File: src/rtl/pwd_pkg.sv
package pwd_pkg;

  localparam int unsigned PWD_MAX_WIDTH = 64;

  typedef enum logic [1:0] {
    REG_ARM     = 2'd0,
    REG_MODE    = 2'd1,
    REG_POLAR   = 2'd2,
    REG_PENDING = 2'd3
  } wake_reg_e;

  // Pads with index at or below max_pad are wake-capable.
  function automatic logic [PWD_MAX_WIDTH-1:0] capable_mask(input int unsigned max_pad);
    logic [PWD_MAX_WIDTH-1:0] m;
    m = '0;
    for (int i = 0; i < PWD_MAX_WIDTH; i++) begin
      if (i <= max_pad) m[i] = 1'b1;
    end
    return m;
  endfunction

endpackage

File: src/rtl/pwd_sync.sv
module pwd_sync #(
  parameter int unsigned WIDTH  = 8,
  parameter int unsigned STAGES = 2
) (
  input  logic             clk,
  input  logic             rst_n,
  input  logic [WIDTH-1:0] din,
  output logic [WIDTH-1:0] dout
);

  logic [WIDTH-1:0] stage_q [STAGES];

  always_ff @(posedge clk or negedge rst_n) begin
    if (!rst_n) begin
      for (int i = 0; i < STAGES; i++) stage_q[i] <= '0;
    end else begin
      stage_q[0] <= din;
      for (int i = 1; i < STAGES; i++) stage_q[i] <= stage_q[i-1];
    end
  end

  assign dout = stage_q[STAGES-1];

endmodule

File: src/rtl/pwd_cfg_regs.sv
module pwd_cfg_regs
  import pwd_pkg::*;
#(
  parameter int unsigned N_PADS = 8,
  parameter logic [N_PADS-1:0] CAP = '1
) (
  input  logic              clk,
  input  logic              rst_n,
  input  logic              we,
  input  logic [1:0]        waddr,
  input  logic [N_PADS-1:0] wdata,
  input  logic [1:0]        raddr,
  input  logic [N_PADS-1:0] pending,
  output logic [N_PADS-1:0] arm_q,
  output logic [N_PADS-1:0] mode_q,
  output logic [N_PADS-1:0] polar_q,
  output logic [N_PADS-1:0] clr_mask,
  output logic [N_PADS-1:0] rdata
);

  wake_reg_e wsel, rsel;
  logic [N_PADS-1:0] wdata_cap;
  logic wr_arm, wr_mode, wr_polar, wr_clear;

  assign wsel      = wake_reg_e'(waddr);
  assign rsel      = wake_reg_e'(raddr);
  assign wdata_cap = wdata & CAP;

  assign wr_arm   = we && (wsel == REG_ARM);
  assign wr_mode  = we && (wsel == REG_MODE);
  assign wr_polar = we && (wsel == REG_POLAR);
  assign wr_clear = we && (wsel == REG_PENDING);

  assign clr_mask = wr_clear ? wdata_cap : '0;

  always_ff @(posedge clk or negedge rst_n) begin
    if (!rst_n) begin
      arm_q   <= '0;
      mode_q  <= '0;
      polar_q <= '0;
    end else begin
      if (wr_arm)   arm_q   <= wdata_cap;
      if (wr_mode)  mode_q  <= wdata_cap;
      if (wr_polar) polar_q <= wdata_cap;
    end
  end

  always_comb begin
    unique case (rsel)
      REG_ARM:     rdata = arm_q;
      REG_MODE:    rdata = mode_q;
      REG_POLAR:   rdata = polar_q;
      REG_PENDING: rdata = pending;
      default:     rdata = '0;
    endcase
  end

  // configuration of non-capable pads never holds a one.
  p_cfg_capable_r3: assert property (@(posedge clk) disable iff (!rst_n)
    ((arm_q | mode_q | polar_q) & ~CAP) == '0);

  // a configuration register changes only after a write to it.
  p_arm_only_on_write_r2: assert property (@(posedge clk) disable iff (!rst_n)
    !wr_arm |=> $stable(arm_q));

endmodule

File: src/rtl/pwd_detect.sv
module pwd_detect #(
  parameter int unsigned N_PADS = 8,
  parameter logic [N_PADS-1:0] CAP = '1
) (
  input  logic              clk,
  input  logic              rst_n,
  input  logic [N_PADS-1:0] pad_sync,
  input  logic [N_PADS-1:0] arm,
  input  logic [N_PADS-1:0] mode,
  input  logic [N_PADS-1:0] polar,
  input  logic [N_PADS-1:0] clr_mask,
  output logic [N_PADS-1:0] pending,
  output logic [N_PADS-1:0] level_hit,
  output logic              wake_req
);

  // Edge toward the active polarity: rising when pol=0, falling when pol=1.
  function automatic logic [N_PADS-1:0] directed_edge(
    input logic [N_PADS-1:0] cur,
    input logic [N_PADS-1:0] prev,
    input logic [N_PADS-1:0] pol
  );
    return (cur & ~prev & ~pol) | (~cur & prev & pol);
  endfunction

  // Level at the active polarity: high when pol=0, low when pol=1.
  function automatic logic [N_PADS-1:0] active_level(
    input logic [N_PADS-1:0] cur,
    input logic [N_PADS-1:0] pol
  );
    return cur ^ pol;
  endfunction

  logic [N_PADS-1:0] prev_q;
  logic [N_PADS-1:0] edge_seen;
  logic [N_PADS-1:0] edge_armed;
  logic [N_PADS-1:0] set_mask;

  assign edge_seen  = directed_edge(pad_sync, prev_q, polar);
  assign edge_armed = arm & mode & CAP;
  assign set_mask   = edge_seen & edge_armed;
  assign level_hit  = active_level(pad_sync, polar) & arm & ~mode & CAP;

  always_ff @(posedge clk or negedge rst_n) begin
    if (!rst_n) begin
      prev_q  <= '0;
      pending <= '0;
    end else begin
      prev_q  <= pad_sync;
      pending <= (pending & ~clr_mask) | set_mask;
    end
  end

  assign wake_req = (|level_hit) | (|pending);

  // a pending bit only rises for a pad that was armed in edge mode.
  p_set_needs_arm_r9: assert property (@(posedge clk) disable iff (!rst_n)
    (pending & ~$past(pending) & ~$past(arm & mode)) == '0);

  // a pending bit only falls after a clear write to it.
  p_clear_only_by_write_r8: assert property (@(posedge clk) disable iff (!rst_n)
    ($past(pending) & ~pending & ~$past(clr_mask)) == '0);

  // non-capable pads never hold a pending event.
  p_pending_capable_r3: assert property (@(posedge clk) disable iff (!rst_n)
    (pending & ~CAP) == '0);

endmodule

File: src/rtl/pad_wake_detector.sv
module pad_wake_detector
  import pwd_pkg::*;
#(
  parameter int unsigned N_PADS       = 8,
  parameter int unsigned MAX_WAKE_PAD = 5,
  parameter int unsigned SYNC_STAGES  = 2
) (
  input  logic              clk,
  input  logic              rst_n,
  input  logic [N_PADS-1:0] pad_in,
  input  logic              cfg_we,
  input  logic [1:0]        cfg_waddr,
  input  logic [N_PADS-1:0] cfg_wdata,
  input  logic [1:0]        cfg_raddr,
  output logic [N_PADS-1:0] cfg_rdata,
  output logic              wake_req
);

  localparam logic [PWD_MAX_WIDTH-1:0] CAP_FULL = capable_mask(MAX_WAKE_PAD);
  localparam logic [N_PADS-1:0]        CAP      = CAP_FULL[N_PADS-1:0];

  logic [N_PADS-1:0] pad_sync;
  logic [N_PADS-1:0] arm_q, mode_q, polar_q;
  logic [N_PADS-1:0] clr_mask, pending, level_hit;

  pwd_sync #(.WIDTH(N_PADS), .STAGES(SYNC_STAGES)) u_sync (
    .clk  (clk),
    .rst_n(rst_n),
    .din  (pad_in),
    .dout (pad_sync)
  );

  pwd_cfg_regs #(.N_PADS(N_PADS), .CAP(CAP)) u_cfg (
    .clk     (clk),
    .rst_n   (rst_n),
    .we      (cfg_we),
    .waddr   (cfg_waddr),
    .wdata   (cfg_wdata),
    .raddr   (cfg_raddr),
    .pending (pending),
    .arm_q   (arm_q),
    .mode_q  (mode_q),
    .polar_q (polar_q),
    .clr_mask(clr_mask),
    .rdata   (cfg_rdata)
  );

  pwd_detect #(.N_PADS(N_PADS), .CAP(CAP)) u_det (
    .clk      (clk),
    .rst_n    (rst_n),
    .pad_sync (pad_sync),
    .arm      (arm_q),
    .mode     (mode_q),
    .polar    (polar_q),
    .clr_mask (clr_mask),
    .pending  (pending),
    .level_hit(level_hit),
    .wake_req (wake_req)
  );

  // with nothing armed and nothing pending, no wake request.
  p_idle_no_wake_r10: assert property (@(posedge clk) disable iff (!rst_n)
    (arm_q == '0 && pending == '0) |-> !wake_req);

  // a pending bit never changes from 1 to 0 without a write to address 3.
  p_pending_hold_r8: assert property (@(posedge clk) disable iff (!rst_n)
    !(cfg_we && cfg_waddr == 2'd3) |=> (($past(pending) & ~pending) == '0));

endmodule

File: config.mk
export PLATFORM = sky130hd
export DESIGN_NAME = pad_wake_detector
export DESIGN_NICKNAME = d
export VERILOG_FILES = /design/src/rtl/pwd_pkg.sv /design/src/rtl/pwd_sync.sv /design/src/rtl/pwd_cfg_regs.sv /design/src/rtl/pwd_detect.sv /design/src/rtl/pad_wake_detector.sv
export SDC_FILE = /design/constraint.sdc
export NUM_CORES = 1
export LEC_CHECK = 0
export BUFFER_PORTS_ARGS = -buffer_cell sky130_fd_sc_hd__buf_4
export CAP_MARGIN = 5
export CORE_MARGIN = 2
export CORE_UTILIZATION = 40
export CTS_CLUSTER_DIAMETER = 100
export DETAILED_ROUTE_END_ITERATION = 16
export SLEW_MARGIN = 20
export SYNTH_ARGS = -nofsm -noshare
export SYNTH_HDL_FRONTEND = slang
export SYNTH_SLANG_ARGS = --single-unit
export TNS_END_PERCENT = 100
File: constraint.sdc
create_clock -name clk -period 3.45 [get_ports clk]
set_input_delay 0.8625 -clock clk [delete_from_list [all_inputs] [get_ports clk]]
set_output_delay 0.8625 -clock clk [all_outputs]
set_load 0.01 [all_outputs]
### Word-level counts from Yosys, hierarchy flattened

Cells that the tools add are included.
Widths: inputs -> output; s select.

| operators by class | value |
|---|---|
| reduce and logical (&&, ||, !) cells | 8 |
| bitwise gates (word level) | 18 |
| multiplexer cells | 2 |
| equality and inequality tests | 6 |

Operators by type and width:

| cell | count |
|---|---|
| $and 8x8->8 | 4 |
| $pmux 8 s4 | 1 |
| $and 6x6->6 | 3 |
| $and 8x6->8 | 2 |
| $not 6->8 | 2 |
| $not 8->8 | 2 |
| $or 8x8->8 | 2 |
| $eq 2x2->1 const B | 4 |
| $reduce_or 8->1 | 1 |
| $mux 6 | 1 |
| $not 6->6 | 1 |
| $reduce_or 6->1 | 1 |
| $xor 6x6->6 | 1 |
| $eq 2x1->1 const B | 2 |
| $logic_and 1x1->1 | 4 |
| $logic_not 2->1 | 2 |
| $or 1x1->1 | 1 |

| storage, ports and cells | value |
|---|---|
| register bits after elaboration | 50 |
| logic and storage cells | 41 |
| bits of input ports | 23 |

### Depth between registers and ports, before layout

| depth | value |
|---|---|
| depth after elaboration | 6 |
| gate-level depth with buffers | 4 |

### Hierarchy

Synthesis repeated with hierarchy kept, for this count alone.

| unflattened totals | value |
|---|---|
| cells, all modules | 165 |
| area, all modules | 2,164.6 um2 |

Modules (own cells, without submodules):

| module | cells each | area each (um2) | times used |
|---|---|---|---|
| pwd_cfg_regs | 65 | 959.7 | 1 |
| pwd_detect | 76 | 744.5 | 1 |
| pwd_sync | 24 | 460.4 | 1 |

### Worst setup path before layout

No wires, ideal clock.

| timing | value |
|---|---|
| kind | input to output |
| from | in cfg_raddr[0] |
| to | out cfg_rdata[0] |
| stages on the path | 2 |
| data arrival time | 1,656 ps |
| buffers on the path | 1 |
| data required time | 2,588 ps |
| path slack | 931 ps |
| path through | buf_2 -> mux4_1 |

| between the ends | value |
|---|---|
| longest elaborated chain between the ends | 2 |
| elaborated cells between the ends (all ways) | 5 |

Ends and longest elaborated chain:

| what | line | source |
|---|---|---|
| start: declaration | pad_wake_detector.sv:14 | `input logic [1:0] cfg_raddr,` |
| $eq 2x2->1, or another cell as far along | pwd_cfg_regs.sv:49 | `unique case (rsel)` |
| $pmux 8 s4 (*) | pwd_cfg_regs.sv:49 |  |
| end: declaration | pad_wake_detector.sv:15 | `output logic [N_PADS-1:0] cfg_rdata,` |

Every way passes the cells marked *; elsewhere a longest branch is shown, timed or not.

### Worst setup path in the final report

Ends and elaborated chain as after synthesis.

==> reports/qor.csv <==
metric;value;unit
status;completed;
Area growth syn-to-layout;18.1;%
ratio of cells with drive above 1 in the final layout;37.5;%
most frequent cells in the layout;42 x dfrtp_1, 25 x buf_4, 18 x mux2_2;
Arr. time, crit path;1.76;ns
Max Cap Viol;0;
worst vdd ir;0.000279;V
fraction of the cycle the final worst path needs;76.2;%
clk root buf;clkbuf_8;
Die ar.;5020;sq um
CTS tree;built;
Startpoint Class;input pin;
hold depth;0;
CTS max path bufs;2;
vias in the first global route;1130;
core area;4320;sq um
I/O pins;32;
Starting Density;41.3;%
Pwr Density;577;nW/um^2
H-tree depth;2;
Yosys cell types;22;
pin count of the biggest net entering global routing;43;
Die Ht;70.9;um
Placed Cells;196;
final hold vios;0;
drt drc;0;
Hold Path Class;register to register;
fmax;0.381;GHz
grt total ovfl;0;
Layout Nets;174;
number of buffers created by CTS;5;
antenna violations before repair;0;
FF-to-FF Start;u_cfg.polar_q[5];
synthesized instance count;122;
R2R Setup Slk;2.42;ns
Worst Setup End Kind;primary output;
Yosys reg bits;42;
Leakage;0.902;nW
WHS Endpoint;u_sync.dout[4];
I/O Buffers;25;
clock skew;0.00399;ns
total number of vias;1096;
Slew Limit Fails;0;
worst r2r dst;u_det.pending[5];
Final ANT Viol Nets;0;
row cnt;24;
drt initial violations;74;
ANT cells;0;
first-pass GRT wire length;5.69;mm
Setup Buffers After CTS;0;
commonest non-fill, non-tap cell in the layout;dfrtp_1;
gr usage total;15.3;%
worst-margin pin slew;0.528;ns
gpl congestion;0.706;
final cell count without fillers;204;
post-DP HPWL;2.36;mm
Via density;5.37;
Max transition margin;64.8;%
Post-Syn Area;1790;sq um
Worst Path Required;2.59;ns
Clock Latency Late Sink;0.29;ns
fillers;403;
Chip Width;70.9;um
pre-CTS WS;0.814;ns
Multi-input gate area;712;sq um
setup tns final;0;ns
slack of the critical path;0.823;ns
YS warnings;0;
R2R depth;3;
CP max FO;6;
# setup viols final;0;
worst hold start;u_sync.stage_q[12];
register area share after synthesis;58.8;%
syn avg cell area;14.7;sq um
minimum clock period;2.63;ns
number of iterations in the first detailed-routing pass;4;
clock transition at the registers of the reported paths;0.07;ns
Seq. cell area;1050;sq um
clock sinks;42;
Setup Crit Path Kind;input pin to primary output;
final wirelength;3.43;mm
hold_buf cts;0;
crit path launch;cfg_raddr[0];
WL/cell;16.8;um
PostCTS Resize Cnt;0;
RSZ-0062 raised after global routing;false;
==> cell type report <==
type | count | share of cell area, %
Timing Repair Buffer | 25 | 8.89
Clock inverter | 1 | 0.237
Inverter | 1 | 0.178
Multi-Input combinational cell | 76 | 33.7
Sequential cell | 42 | 49.8
Tap cell | 52 | 3.08
Clock buffer | 7 | 4.09
==> worst max-delay path by stage <==
| stage | to | slack (ns) |
|---|---|---|
| 2_1_floorplan | cfg_rdata[0] | 0.93 |
| 3_3_place_gp | cfg_rdata[0] | 0.81 |
| 3_5_place_dp | cfg_rdata[0] | 0.81 |
| 4_1_cts | cfg_rdata[0] | 0.81 |
| 5_1_grt | cfg_rdata[0] | 0.79 |
| 6_report | cfg_rdata[0] | 0.82 |
==> power breakdown <==
part	total, mW	leakage [nW]	switching, mW	internal, mW
clock network	0.322	0.0482	0.161	0.161
logic	0.246	0.358	0.0926	0.153
registers	0.651	0.495	0.0764	0.575
total	1.22	0.902	0.330	0.889
==> logic make-up after synthesis <==
kind of cell | after synthesis | share of synthesized area (%)
flip-flops | 42 | 58.8
AND/OR/NAND/NOR | 30 | 11.3
multiplexers | 24 | 19.1
AO/OA/AOI/OAI | 14 | 6.09
XOR/XNOR | 6 | 2.94
buffers and inverters | 5 | 1.61
other | 1 | 0.210
==> synth_stat cells <==
master	count	area, sq um
nand4_1	1	6.26
a222oi_1	1	10.0
inv_1	1	3.75
buf_4	2	15.0
buf_2	2	10.0
mux4_1	1	26.3
nor2b_1	4	25.0
a32o_1	6	60.1
a32oi_1	1	8.76
conb_1	1	3.75
nor3_2	1	10.0
nand2_1	6	22.5
nand2b_1	6	37.5
dfrtp_1	42	1050
xor2_1	6	52.6
nor3b_4	1	18.8
and3_1	1	6.26
mux2_2	18	203
or4_1	1	7.51
mux4_2	5	113
o21ai_0	6	30.0
nand3b_1	9	67.6
==> routing by layer <==
layer	vias to the layer above	share of wire, %	track usage, %	routed length [um]
li1	504	-	-	-
met1	561	45	19.8	1550
met2	26	47	24.2	1630
met3	5	5.7	5.56	196
met4	0	1.5	5.03	53
met5	-	0	0	0
==> flip-flops by register name, indices dropped and copies added, names as in the netlist <==
name	cells
u_cfg.mode_q	6
u_cfg.polar_q	6
u_sync.stage_q	6
u_det.pending	6
u_sync.dout	6
u_det.prev_q	6
u_cfg.arm_q	6
==> worst max-delay path: stages <==
cell    delay [ns]
buf_4         0.16
mux4_1        0.57
buf_4         0.16
==> stage by stage <==
stage / instance area (sq um) / power, mW / utilization, % / hold WS (ns)
floorplan: 1790 / 0.800 / - / 0.331
global placement: 2020 / 0.897 / 46.7 / 0.332
detailed placement: 2020 / 0.910 / 46.7 / 0.336
CTS: 2110 / 1.23 / 48.8 / 0.354
global route: 2110 / 1.29 / 48.8 / 0.362
finish: 2110 / 1.22 / 48.8 / 0.351
Note: power is estimated with default switching activity, not from simulation.
